$ cat src/rtl/xbar_pkg.sv
package xbar_pkg;
  function automatic int unsigned min_u(input int unsigned a, input int unsigned b);
    return (a < b) ? a : b;
  endfunction

  function automatic int unsigned idx_w(input int unsigned n);
    return (n > 1) ? $clog2(n) : 1;
  endfunction
endpackage

$ cat src/rtl/xbar_rst_sync.sv
module xbar_rst_sync (
  input  logic clk,
  input  logic rst_n,
  output logic rst_sync_n
);
  logic [1:0] stage_q;

  always_ff @(posedge clk or negedge rst_n) begin
    if (!rst_n) stage_q <= 2'b00;
    else        stage_q <= {stage_q[0], 1'b1};
  end

  assign rst_sync_n = stage_q[1];
endmodule

$ cat src/rtl/xbar_path_alloc.sv
module xbar_path_alloc #(
  parameter int unsigned N_PROC = 4,
  parameter int unsigned N_MEM  = 4,
  parameter int unsigned N_GRP  = 2,
  parameter int unsigned N_BUS  = 4,
  parameter int unsigned TW     = 2,
  parameter int unsigned BW     = 2
) (
  input  logic [N_PROC-1:0]       req_valid,
  input  logic [N_PROC-1:0]       req_write,
  input  logic [N_PROC*TW-1:0]    req_target,
  input  logic [N_PROC*N_BUS-1:0] proc_fault,
  input  logic [N_MEM*N_BUS-1:0]  mem_fault,
  output logic [N_PROC-1:0]       nxt_grant,
  output logic [N_PROC-1:0]       nxt_write,
  output logic [N_PROC*BW-1:0]    nxt_bus,
  output logic [N_PROC*N_BUS-1:0] nxt_pxp,
  output logic [N_MEM*N_BUS-1:0]  nxt_mxp
);
  localparam int unsigned BUS_PER_GRP  = N_BUS / N_GRP;
  localparam int unsigned MEM_PER_GRP  = N_MEM / N_GRP;
  localparam int unsigned PROC_PER_GRP = N_PROC / N_GRP;
  localparam bit          MEM_GROUPED  = (N_PROC >= N_MEM);

  logic [N_MEM-1:0] mod_taken;
  logic [N_BUS-1:0] bus_taken;

  always_comb begin
    int unsigned tgt;
    int unsigned grp;
    int unsigned bl;
    logic        found;
    mod_taken = '0;
    bus_taken = '0;
    nxt_grant = '0;
    nxt_write = '0;
    nxt_bus   = '0;
    nxt_pxp   = '0;
    nxt_mxp   = '0;
    tgt       = 0;
    grp       = 0;
    bl        = 0;
    found     = 1'b0;
    for (int p = 0; p < N_PROC; p++) begin
      if (req_valid[p]) begin
        tgt = int'(req_target[p*TW +: TW]);
        if (tgt < N_MEM && !mod_taken[tgt]) begin
          mod_taken[tgt] = 1'b1;
          found = 1'b0;
          grp = MEM_GROUPED ? (tgt / MEM_PER_GRP) : (p / PROC_PER_GRP);
          for (int k = 0; k < BUS_PER_GRP; k++) begin
            bl = grp * BUS_PER_GRP + k;
            if (!found && !bus_taken[bl] && !proc_fault[p*N_BUS + bl]
                && !mem_fault[tgt*N_BUS + bl]) begin
              found                  = 1'b1;
              bus_taken[bl]          = 1'b1;
              nxt_grant[p]           = 1'b1;
              nxt_write[p]           = req_write[p];
              nxt_bus[p*BW +: BW]    = BW'(bl);
              nxt_pxp[p*N_BUS + bl]  = 1'b1;
              nxt_mxp[tgt*N_BUS + bl] = 1'b1;
            end
          end
        end
      end
    end
  end
endmodule

$ cat src/rtl/xbar_grant_reg.sv
module xbar_grant_reg #(
  parameter int unsigned WIDTH = 8
) (
  input  logic             clk,
  input  logic             rst_n,
  input  logic             en,
  input  logic [WIDTH-1:0] d,
  output logic [WIDTH-1:0] q
);
  always_ff @(posedge clk or negedge rst_n) begin
    if (!rst_n)  q <= '0;
    else if (en) q <= d;
  end
endmodule

$ cat src/rtl/xbar_grouped_arb.sv
module xbar_grouped_arb
  import xbar_pkg::*;
#(
  parameter int unsigned N_PROC = 4,
  parameter int unsigned N_MEM  = 4,
  parameter int unsigned N_GRP  = 2,
  localparam int unsigned N_BUS = min_u(N_PROC, N_MEM),
  localparam int unsigned TW    = idx_w(N_MEM),
  localparam int unsigned BW    = idx_w(N_BUS)
) (
  input  logic                    clk,
  input  logic                    rst_n,
  input  logic [N_PROC-1:0]       req_valid,
  input  logic [N_PROC-1:0]       req_write,
  input  logic [N_PROC*TW-1:0]    req_target,
  input  logic [N_PROC*N_BUS-1:0] proc_fault,
  input  logic [N_MEM*N_BUS-1:0]  mem_fault,
  output logic [N_PROC-1:0]       grant,
  output logic [N_PROC-1:0]       grant_write,
  output logic [N_PROC*BW-1:0]    grant_bus,
  output logic [N_PROC*N_BUS-1:0] proc_xp_en,
  output logic [N_MEM*N_BUS-1:0]  mem_xp_en
);
  localparam int unsigned SIDE_GRP = (N_PROC >= N_MEM) ? N_MEM : N_PROC;
  localparam int unsigned RW       = 2*N_PROC + N_PROC*BW + N_PROC*N_BUS + N_MEM*N_BUS;

  generate
    if (N_GRP == 0 || (N_BUS % N_GRP) != 0 || (SIDE_GRP % N_GRP) != 0) begin : g_bad_param
      $error("N_GRP must divide both the bus count and the grouped side");
    end
  endgenerate

  logic                    rst_sync_n;
  logic [N_PROC-1:0]       nxt_grant;
  logic [N_PROC-1:0]       nxt_write;
  logic [N_PROC*BW-1:0]    nxt_bus;
  logic [N_PROC*N_BUS-1:0] nxt_pxp;
  logic [N_MEM*N_BUS-1:0]  nxt_mxp;
  logic [RW-1:0]           reg_d;
  logic [RW-1:0]           reg_q;

  xbar_rst_sync rst_i (
    .clk       (clk),
    .rst_n     (rst_n),
    .rst_sync_n(rst_sync_n)
  );

  xbar_path_alloc #(
    .N_PROC(N_PROC), .N_MEM(N_MEM), .N_GRP(N_GRP),
    .N_BUS (N_BUS),  .TW   (TW),    .BW   (BW)
  ) alloc_i (
    .req_valid (req_valid),
    .req_write (req_write),
    .req_target(req_target),
    .proc_fault(proc_fault),
    .mem_fault (mem_fault),
    .nxt_grant (nxt_grant),
    .nxt_write (nxt_write),
    .nxt_bus   (nxt_bus),
    .nxt_pxp   (nxt_pxp),
    .nxt_mxp   (nxt_mxp)
  );

  assign reg_d = {nxt_grant, nxt_write, nxt_bus, nxt_pxp, nxt_mxp};

  xbar_grant_reg #(.WIDTH(RW)) out_reg_i (
    .clk  (clk),
    .rst_n(rst_sync_n),
    .en   (1'b1),
    .d    (reg_d),
    .q    (reg_q)
  );

  assign {grant, grant_write, grant_bus, proc_xp_en, mem_xp_en} = reg_q;
endmodule

$ cat config.mk
export PLATFORM = sky130hd
export DESIGN_NAME = xbar_grouped_arb
export DESIGN_NICKNAME = d
export VERILOG_FILES = /design/src/rtl/xbar_pkg.sv /design/src/rtl/xbar_rst_sync.sv /design/src/rtl/xbar_path_alloc.sv /design/src/rtl/xbar_grant_reg.sv /design/src/rtl/xbar_grouped_arb.sv
export SDC_FILE = /design/constraint.sdc
export NUM_CORES = 1
export LEC_CHECK = 0
export BUFFER_PORTS_ARGS = -buffer_cell sky130_fd_sc_hd__buf_2
export CORE_MARGIN = 2
export CORE_UTILIZATION = 49
export DETAILED_ROUTE_END_ITERATION = 10
export PLACE_DENSITY = 0.8
export SKIP_LAST_GASP = 1
export SLEW_MARGIN = 20
export SYNTH_ARGS = -nofsm -noshare
export SYNTH_HDL_FRONTEND = slang
export SYNTH_SLANG_ARGS = --single-unit
$ cat constraint.sdc
create_clock -name clk -period 1.8 [get_ports clk]
set_input_delay 0.27 -clock clk [delete_from_list [all_inputs] [get_ports clk]]
set_output_delay 0.27 -clock clk [all_outputs]
set_load 0.005 [all_outputs]
==> flow_metrics.py, run 1 <==
metrics = {
    "synth": {
        "synth_compound_area_share_pct": 22.1,
        "synth-main-ff-cell": "dfrtp_1",
        "yosys_warnings": 0,
        "synthCells": 254,
        "synth_most_common_cell": "dfrtp_1",
        "synth_top_area_share_pct": 41.8,
        "synth_fa_ha_area_share_pct": 0,
        "synth_edf_count": 0,
        "yosys.cell_types.count": 64,
        "yosys_register_bits": 42,
        "async_reset_ff_share_pct": 100,
        "yosys-top-cells-area": "dfrtp_1 42%, mux2i_1 5.2%, nor2_1 3.3%",
        "syn_area_sq_um": 2510,
        "synthMuxAreaShare_pct": 6.52,
        "yosysTopAreaCell": "dfrtp_1",
        "synthXorXnorAreaFrac_pct": 2.44,
        "ys_top_cells_by_count": "42 x dfrtp_1, 22 x nor2_1, 19 x nand2_1",
        "synthSimpleGateAreaFrac_pct": 19.6,
        "synth_top_family_by_area": "compound AO/OA/AOI/OAI gates",
        "ys_seq_area_share_pct": 41.8,
        "postSynthAreaPerCell_sq_um": 9.89,
    },
    "global_route": {
        "antenna_found_initial": 0,
        "grt_max_degree": 41,
        "grt_pass1_wl_microns": 13200,
        "grt_pass1_vias": 2568,
        "overflow": 0,
        "grt.total_usage_pct": 31.3,
    },
    "worst_setup_path": {
        "crit_required_ps": 2000,
        "setup.worst_path.end_class": "register",
        "cp_max_fo": 6,
        "path_class": "in2reg",
        "cp.arrival_ps": 2240,
        "critPathLaunchType": "primary input",
        "cp-startpoint": "req_target[2]",
        "worstReg2RegStart": "rst_i.stage_q[1]",
    },
    "clock_tree": {
        "h-tree-depth": 2,
        "clkTransAtPathRegs_ps": 90,
        "cts_tree": "yes",
        "ctsLongestPathBuffers": 2,
        "cts_buffers": 5,
        "clock_latency_ps": 300,
        "clock-sinks": 42,
        "ctsRootBufferMaster": "clkbuf_8",
    },
    "floorplanning": {
        "dieArea_sq_um": 5720,
        "rows": 26,
        "io_pins": 98,
        "core_area_sq_um": 5040,
        "initial_core_util_pct": 49.8,
        "fp.dieH_microns": 75.6,
        "die_w_microns": 75.6,
    },
    "placed_design": {
        "gp_congestion": 1.02,
        "placed_cell_area_sq_um": 3450,
        "dp_hpwl_microns": 5580,
        "io_buffers": 81,
    },
    "power_and_ir_drop": {
        "p_per_area_nw_per_um2": 629,
        "p_leak_uw": 0.00206,
        "vdd_drop_max_v": 0.000394,
        "power_uw": 2520,
    },
    "layout": {
        "nFillCells": 274,
        "multiInputGateArea_sq_um": 1580,
        "regArea_sq_um": 1050,
        "area.growth.synth_to_final_pct": 59.6,
        "antenna_cells_inserted": 0,
        "drive_above_1_share_pct": 54.8,
        "fin_area_sq_um": 4010,
        "final_nets": 463,
        "postLayoutCoreUtil_pct": 79.5,
    },
    "flow_run": {
        "drv_cap": 0,
    },
    "timing": {
        "rsz0062_at_grt": "yes",
        "final.period_utilization_pct": 113,
        "layout_setup_ws_ps": -240,
        "slew_violations": 0,
        "post-route-min-period_ps": 2040,
        "setup_viol": 20,
        "skew_ps": 11.0,
        "tightest_slew_ps": 801,
        "fmax_mhz": 490,
        "max-slew-margin-rel_pct": 46.0,
        "hold_violations": 0,
    },
    "detailed_routing": {
        "vias": 2800,
        "initialDrtViolationCount": 254,
        "drtAntennaViolNets": 0,
        "drc": 0,
        "firstDrtPassIters": 5,
        "wl_per_cell_microns": 19.0,
        "via_per_inst": 5.79,
        "wirelength_microns": 9170,
    },
    "status": {
        "violations": "setup timing",
        "outcome": "finished, violations left",
    },
    "hold_path": {
        "min_path_type": "in2reg",
        "min_from": "req_write[0]",
    },
}
[through the flow]
stage / setup WS (ps) / instances / hold slack [ps] / setup TNS, ps
detailed placement: -598 / 459 / 55.9 / -11530
global route: -240 / 484 / 177 / -3260
global placement: -537 / 459 / 55.4 / -9860
finish: -240 / 484 / 170 / -2780
CTS: -89.4 / 481 / 180 / -703
floorplan: -299 / 261 / -25.6 / -4080
[cell type report]
type,instances,share of cell area [%]
timing repair buffer,164,28.0
clock inverter,2,0.936
inverter,14,1.31
sequential,42,26.2
tap,70,2.18
multi-input combinational,186,39.5
clock buffer,6,1.81
[final timing paths]
| check | end | cells after the start | slack [ps] |
|---|---|---|---|
| hold reg to reg | out_reg_i.q[34] | 1 | 300 |
| setup reg to reg | out_reg_i.q[22] | 1 | 1160 |
| min in group asynchronous | rst_i.stage_q[1] | 2 | 280 |
| max in group asynchronous | out_reg_i.q[22] | 1 | 1160 |
| setup / recovery | out_reg_i.q[5] | 10 | -240 |
| hold / removal | out_reg_i.q[40] | 2 | 170 |
[routing by layer]
| metal | vias to the layer above | GRT usage [%] | wire length, microns |
|---|---|---|---|
| li1 | 1216 | - | - |
| met1 | 1315 | 38.9 | 3410 |
| met2 | 211 | 52.0 | 4460 |
| met3 | 58 | 5.29 | 734 |
| met4 | 0 | 16.4 | 566 |
| met5 | - | 0 | 0 |
[state kept, by name (all words and copies together), names as in the netlist]
name,cells
out_reg_i.q,40
rst_i.stage_q,2
[critical path, cell delays in order]
cell,delay [ps]
buf_12,100
buf_8,130
mux2i_1,190
nand3b_1,200
and2_1,260
a2111o_1,500
buf_4,190
o31ai_4,230
a31oi_1,100
o31ai_2,80
[logic make-up (layout without fill, tap and decap cells)]
family,Yosys count,in the layout
mux,16,16
buf+inv,34,186
compound gates,60,61
simple gates,93,93
flops,42,42
xor+xnor,7,7
other cells,2,9
[power by group]
part	leakage [uW]	switching [uW]	internal (uW)
Sequential	0.000571	10.5	987
Combinational	0.00144	412	372
Clock	0.0000514	326	414
[placed cells by master (no fill, tap or decap), drive strengths merged, types with 3 or more instances in the layout]
cell type	netlist	routed
a211oi	3	3
a21oi	7	7
a221o	3	3
a221oi	5	5
a22oi	4	4
a31oi	3	3
and2	8	8
and3	3	3
buf	18	163
clkbuf	2	6
conb	2	9
dfrtp	42	42
inv	13	13
mux2	3	3
mux2i	13	13
nand2	19	19
nand3	10	10
nand3b	4	4
nor2	22	22
nor2b	7	7
nor3	5	5
o211ai	3	3
o21ai	10	10
o31ai	4	4
or2	6	6
xnor2	7	7
[repair_timing]
item,4_1_cts,5_1_grt
buffers inserted,12,3
pin swaps,21,22
hold buffers,1,0
endpoints found under the setup margin,20,22
cloned,1,0
resized for setup,43,21
hold endpoints to repair,2,0
(Power assumes the default switching activity.)
==> inputs of run 2 (changes only) <==
--- a/config.mk
+++ b/config.mk
@@ -6,10 +6,12 @@
 export NUM_CORES = 1
 export LEC_CHECK = 0
 export BUFFER_PORTS_ARGS = -buffer_cell sky130_fd_sc_hd__buf_2
+export CORE_ASPECT_RATIO = 1.25
 export CORE_MARGIN = 2
 export CORE_UTILIZATION = 49
 export DETAILED_ROUTE_END_ITERATION = 10
 export PLACE_DENSITY = 0.8
+export SETUP_SLACK_MARGIN = 0.1
 export SKIP_LAST_GASP = 1
 export SLEW_MARGIN = 20
 export SYNTH_ARGS = -nofsm -noshare
==> flow_metrics.py, run 2 (synthesis results as in run 1) <==
metrics = {
    "layout": {
        "drive_above_1_share_pct": 60.2,
        "final_common_cell": "buf_4",
        "regArea_sq_um": 1050,
        "nFillCells": 260,
        "final_nets": 481,
        "largest_reg_flops": 40,
        "multiInputGateArea_sq_um": 1680,
        "fin_area_sq_um": 4220,
        "mostFrequentLayoutCells": "91 x buf_4, 75 x buf_2, 42 x dfrtp_1",
        "fin_cells": 494,
        "top_regs": "out_reg_i.q x40, rst_i.stage_q x2",
        "regMostFlops": "out_reg_i.q",
        "antenna_cells_inserted": 0,
        "area.growth.synth_to_final_pct": 68.0,
    },
    "worst_setup_path": {
        "reg2reg_slack_ps": 1150,
        "critPathBufInv": 3,
        "worstReg2RegStart": "rst_i.stage_q[1]",
        "setup.worst_path.end_class": "register",
        "critPathLaunchType": "primary input",
        "reg2reg_depth": 1,
        "cp_max_fo": 6,
        "crit_family": "compound AO/OA/AOI/OAI gates",
        "timing.rr.end": "out_reg_i.q[16]",
        "crit_required_ps": 1970,
        "cp.arrival_ps": 2230,
        "crit_slowest_cell": "a211oi_4",
        "slowest_delay_ps": 310,
        "path_cells": "buf_12 -> mux2i_1 -> buf_4 -> a22o_4 -> a211oi_4 -> nand3_2 -> buf_6 -> a22oi_4 -> a2bb2oi_4 -> o31ai_1",
        "path_class": "in2reg",
    },
    "timing": {
        "hold-worst-slack_ps": 177,
        "tightest_slew_ps": 748,
        "hold_violations": 0,
        "slew_violations": 0,
        "fmax_mhz": 486,
        "rsz0062_at_grt": "yes",
        "final.period_utilization_pct": 114,
        "setup_viol": 19,
        "skew_ps": 12.3,
        "post-route-min-period_ps": 2060,
        "layout_setup_ws_ps": -259,
        "max-slew-margin-rel_pct": 49.6,
    },
    "hold_path": {
        "min_from": "req_write[3]",
        "holdPathEnd": "out_reg_i.q[43]",
        "min_path_type": "in2reg",
        "min_path_cells": 3,
    },
    "power_and_ir_drop": {
        "p_seq_share_pct": 40.1,
        "p_comb_share_pct": 34.2,
        "p_leak_uw": 0.00217,
        "power_uw": 2490,
        "p_sw_uw": 779,
        "switching_share_pct": 31.3,
        "vdd_drop_max_v": 0.000347,
        "clkPwrFrac_pct": 25.7,
        "p_per_area_nw_per_um2": 589,
        "power.internal_uw": 1710,
    },
    "global_route": {
        "grt_pass1_vias": 2897,
        "antenna_found_initial": 0,
        "grt_pass1_wl_microns": 14100,
        "grt_max_degree": 41,
        "grt.total_usage_pct": 33.3,
        "overflow": 0,
    },
    "status": {
        "violations": "setup timing",
        "outcome": "finished, violations left",
    },
    "clock_tree": {
        "h-tree-depth": 2,
        "cts_tree": "yes",
        "ctsLongestPathBuffers": 2,
        "clock-sinks": 42,
        "cts_buffers": 5,
        "ctsRootBufferMaster": "clkbuf_8",
        "clkTransAtPathRegs_ps": 90,
        "clock_latency_ps": 300,
    },
    "floorplanning": {
        "die_w_microns": 68.0,
        "core_area_sq_um": 5010,
        "dieArea_sq_um": 5720,
        "initial_core_util_pct": 50.2,
        "rows": 29,
        "io_pins": 98,
        "fp.dieH_microns": 84.1,
    },
    "placed_design": {
        "place_inst": 464,
        "gp_congestion": 0.961,
        "io_buffers": 81,
        "placed_cell_area_sq_um": 3560,
        "dp_hpwl_microns": 6180,
    },
    "detailed_routing": {
        "firstDrtPassIters": 5,
        "via_per_inst": 5.79,
        "drtAntennaViolNets": 0,
        "drc": 0,
        "initialDrtViolationCount": 233,
        "wirelength_microns": 9710,
        "wl_per_cell_microns": 19.6,
        "vias": 2862,
    },
    "flow_run": {
        "drv_cap": 0,
    },
}
==> run 2: per-layer routing <==
| layer | track usage, % | share of wire (%) |
|---|---|---|
| met1 | 38.1 | 35 |
| met4 | 16.9 | 6.5 |
| met3 | 4.59 | 7.6 |
| met2 | 58.2 | 51 |
| met5 | 0 | 0 |
==> run 2: how the worst max path moves through the flow <==
stage,start,end,slack (ps),cells past startpoint
6_report,req_target[0],out_reg_i.q[11],-260,10
5_1_grt,req_target[0],out_reg_i.q[11],-310,11
4_1_cts,req_target[0],out_reg_i.q[47],-130,10
3_5_place_dp,req_target[0],out_reg_i.q[1],-610,10
3_3_place_gp,req_target[0],out_reg_i.q[15],-520,10
2_1_floorplan,req_target[0],out_reg_i.q[14],-300,8
==> run 2: repair_timing <==
action	CTS	global route
resized for setup	46	42
hold buffers	1	0
setup buffers	12	8
gates cloned	1	0
hold endpoints to repair	2	0
pin swaps	25	30
endpoints found under the setup margin	25	25
==> run 2: final cells by class <==
cell class,count,area share [%]
flip-flops and latches,42,24.9
repair buffers,182,30.0
clock inverters,2,0.296
clock buffers,6,1.96
well taps,62,1.84
multi-input cells,186,39.7
inverters,14,1.25
==> run 2: power by group through the flow <==
stage | Combinational [uW] | Clock, uW | Sequential, uW
after floorplan | 324 | 0 | 1040
after detailed placement | 634 | 0 | 1020
after global routing | 898 | 667 | 1000
after CTS | 743 | 639 | 997
final | 851 | 639 | 998
after global placement | 616 | 0 | 1010
==> run 2: through the flow <==
step                      setup TNS (ps)  utilization (%)  setup slack (ps)
after floorplan                    -4030                -              -299
after global placement            -10060             71.0              -515
after detailed placement          -11340             71.0              -609
after CTS                          -1580             79.6              -127
after global routing               -4340             84.3              -309
final                              -3600             84.3              -259
==> inputs of run 3 (changes only) <==
--- a/config.mk
+++ b/config.mk
@@ -6,11 +6,10 @@
 export NUM_CORES = 1
 export LEC_CHECK = 0
 export BUFFER_PORTS_ARGS = -buffer_cell sky130_fd_sc_hd__buf_2
-export CORE_ASPECT_RATIO = 1.25
 export CORE_MARGIN = 2
 export CORE_UTILIZATION = 49
 export DETAILED_ROUTE_END_ITERATION = 10
-export PLACE_DENSITY = 0.8
+export PLACE_DENSITY = 0.81
 export SETUP_SLACK_MARGIN = 0.1
 export SKIP_LAST_GASP = 1
 export SLEW_MARGIN = 20
==> constraint.sdc (replaced) <==
create_clock -name clk -period 2.3 [get_ports clk]
set_input_delay 0.345 -clock clk [delete_from_list [all_inputs] [get_ports clk]]
set_output_delay 0.345 -clock clk [all_outputs]
set_load 0.005 [all_outputs]
==> flow_metrics.py, run 3 (synthesis results as in run 1) <==
metrics = {
    "global_route": {
        "antenna_found_initial": 0,
        "grt_max_degree": 41,
        "grt.total_usage_pct": 22.9,
        "grt_pass1_wl_microns": 9770,
        "overflow": 0,
        "grt_pass1_vias": 2166,
    },
    "placed_design": {
        "placed_cell_area_sq_um": 3220,
        "io_buffers": 81,
        "place_inst": 434,
        "gp_congestion": 0.923,
        "dp_hpwl_microns": 5090,
    },
    "timing": {
        "final.period_utilization_pct": 92.4,
        "setup_viol": 0,
        "skew_ps": 4.52,
        "max-slew-margin-rel_pct": 53.1,
        "fmax_mhz": 470,
        "slew_violations": 0,
        "setup_tns_ps": 0,
        "rsz0062_at_grt": "yes",
        "hold-worst-slack_ps": 254,
        "tightest_slew_ps": 696,
        "post-route-min-period_ps": 2130,
        "hold_violations": 0,
    },
    "clock_tree": {
        "ctsLongestPathBuffers": 2,
        "h-tree-depth": 2,
        "clock_latency_ps": 290,
        "clkTransAtPathRegs_ps": 80,
        "clock-sinks": 42,
        "cts_buffers": 5,
        "ctsRootBufferMaster": "clkbuf_8",
        "cts_tree": "yes",
    },
    "worst_setup_path": {
        "critPathLaunchType": "primary input",
        "crit_required_ps": 2530,
        "cp.arrival_ps": 2360,
        "reg2reg_depth": 1,
        "cp_max_fo": 7,
        "path_class": "in2reg",
        "setup.worst_path.end_class": "register",
    },
    "layout": {
        "area.growth.synth_to_final_pct": 32.6,
        "drive_above_1_share_pct": 42.6,
        "fin_cells": 443,
        "top_regs": "out_reg_i.q x40, rst_i.stage_q x2",
        "antenna_cells_inserted": 0,
        "fin_area_sq_um": 3330,
        "largest_reg_flops": 40,
        "final_common_cell": "buf_2",
        "regMostFlops": "out_reg_i.q",
        "final_nets": 422,
        "mostFrequentLayoutCells": "81 x buf_2, 42 x dfrtp_1, 42 x buf_4",
    },
    "flow_run": {
        "drv_cap": 0,
    },
    "power_and_ir_drop": {
        "p_leak_uw": 0.00176,
        "vdd_drop_max_v": 0.000254,
        "p_per_area_nw_per_um2": 508,
    },
    "floorplanning": {
        "core_area_sq_um": 5040,
        "rows": 26,
        "initial_core_util_pct": 49.8,
        "io_pins": 98,
        "fp.dieH_microns": 75.6,
        "die_w_microns": 75.6,
        "dieArea_sq_um": 5720,
    },
    "detailed_routing": {
        "initialDrtViolationCount": 165,
        "via_per_inst": 5.29,
        "vias": 2343,
        "drtAntennaViolNets": 0,
        "wirelength_microns": 6320,
        "wl_per_cell_microns": 14.3,
        "drc": 0,
        "firstDrtPassIters": 4,
    },
    "hold_path": {
        "min_path_cells": 2,
        "min_path_type": "in2reg",
    },
    "status": {
        "outcome": "completed",
    },
}
-- run 3: cell types whose count changed in the layout (fill, tap and decap cells not counted), sizes merged --
| cell | change |
|---|---|
| a2bb2oi | -1 |
| buf | -58 |
-- run 3: path summary, 6_finish.rpt --
path	from	endpoint	slack [ps]
setup / recovery	req_target[0]	out_reg_i.q[4]	170
hold / removal	req_write[0]	out_reg_i.q[40]	250
setup reg to reg	rst_i.stage_q[1]	out_reg_i.q[45]	1690
hold reg to reg	rst_i.stage_q[1]	out_reg_i.q[5]	280
max in group asynchronous	rst_i.stage_q[1]	out_reg_i.q[45]	1690
min in group asynchronous	rst_i.stage_q[1]	out_reg_i.q[5]	280
-- run 3: final cells by class --
type	instances	area, sq um
clock inverter	2	12.5
fill	434	1710
clock buffer	6	82.6
tap	70	87.6
multi-input combinational	185	1320
timing repair buffer	124	731
inverter	14	52.6
sequential	42	1050
-- run 3: what timing repair did --
item	in CTS	in global routing
resized for setup	0	2
endpoints found under the hold margin	2	0
hold buffers	1	0
endpoints found under the setup margin	0	13
setup buffers	0	0
-- run 3: power breakdown --
group / internal [uW] / switching, uW
logic: 198 / 239
clock network: 241 / 237
registers: 772 / 6.86
-- run 3: metal layers --
| metal | wire, microns | track usage, % | share of wire (%) |
|---|---|---|---|
| met2 | 2990 | 38.8 | 47 |
| met4 | 203 | 11.5 | 3.2 |
| met1 | 2700 | 28.3 | 43 |
| met3 | 433 | 3.44 | 6.8 |
| met5 | 0 | 0 | 0 |
-- run 3: critical path, cell delays in order --
cell and delay, ps:
buf_2 200, mux2i_1 350, a22o_4 230, a211oi_4 100
nor4_1 350, a21oi_2 190, nor4_4 360, a311o_1 220
-- run 3: metrics by stage --
step                worst slack (ps)  power, uW  util [%]
finish                           174       1690      66.1
global route                    82.6       1780      66.1
CTS                              192       1700      65.9
detailed placement             -85.9       1220      63.8
global placement               -40.2       1210      63.8
floorplan                        119       1050         -
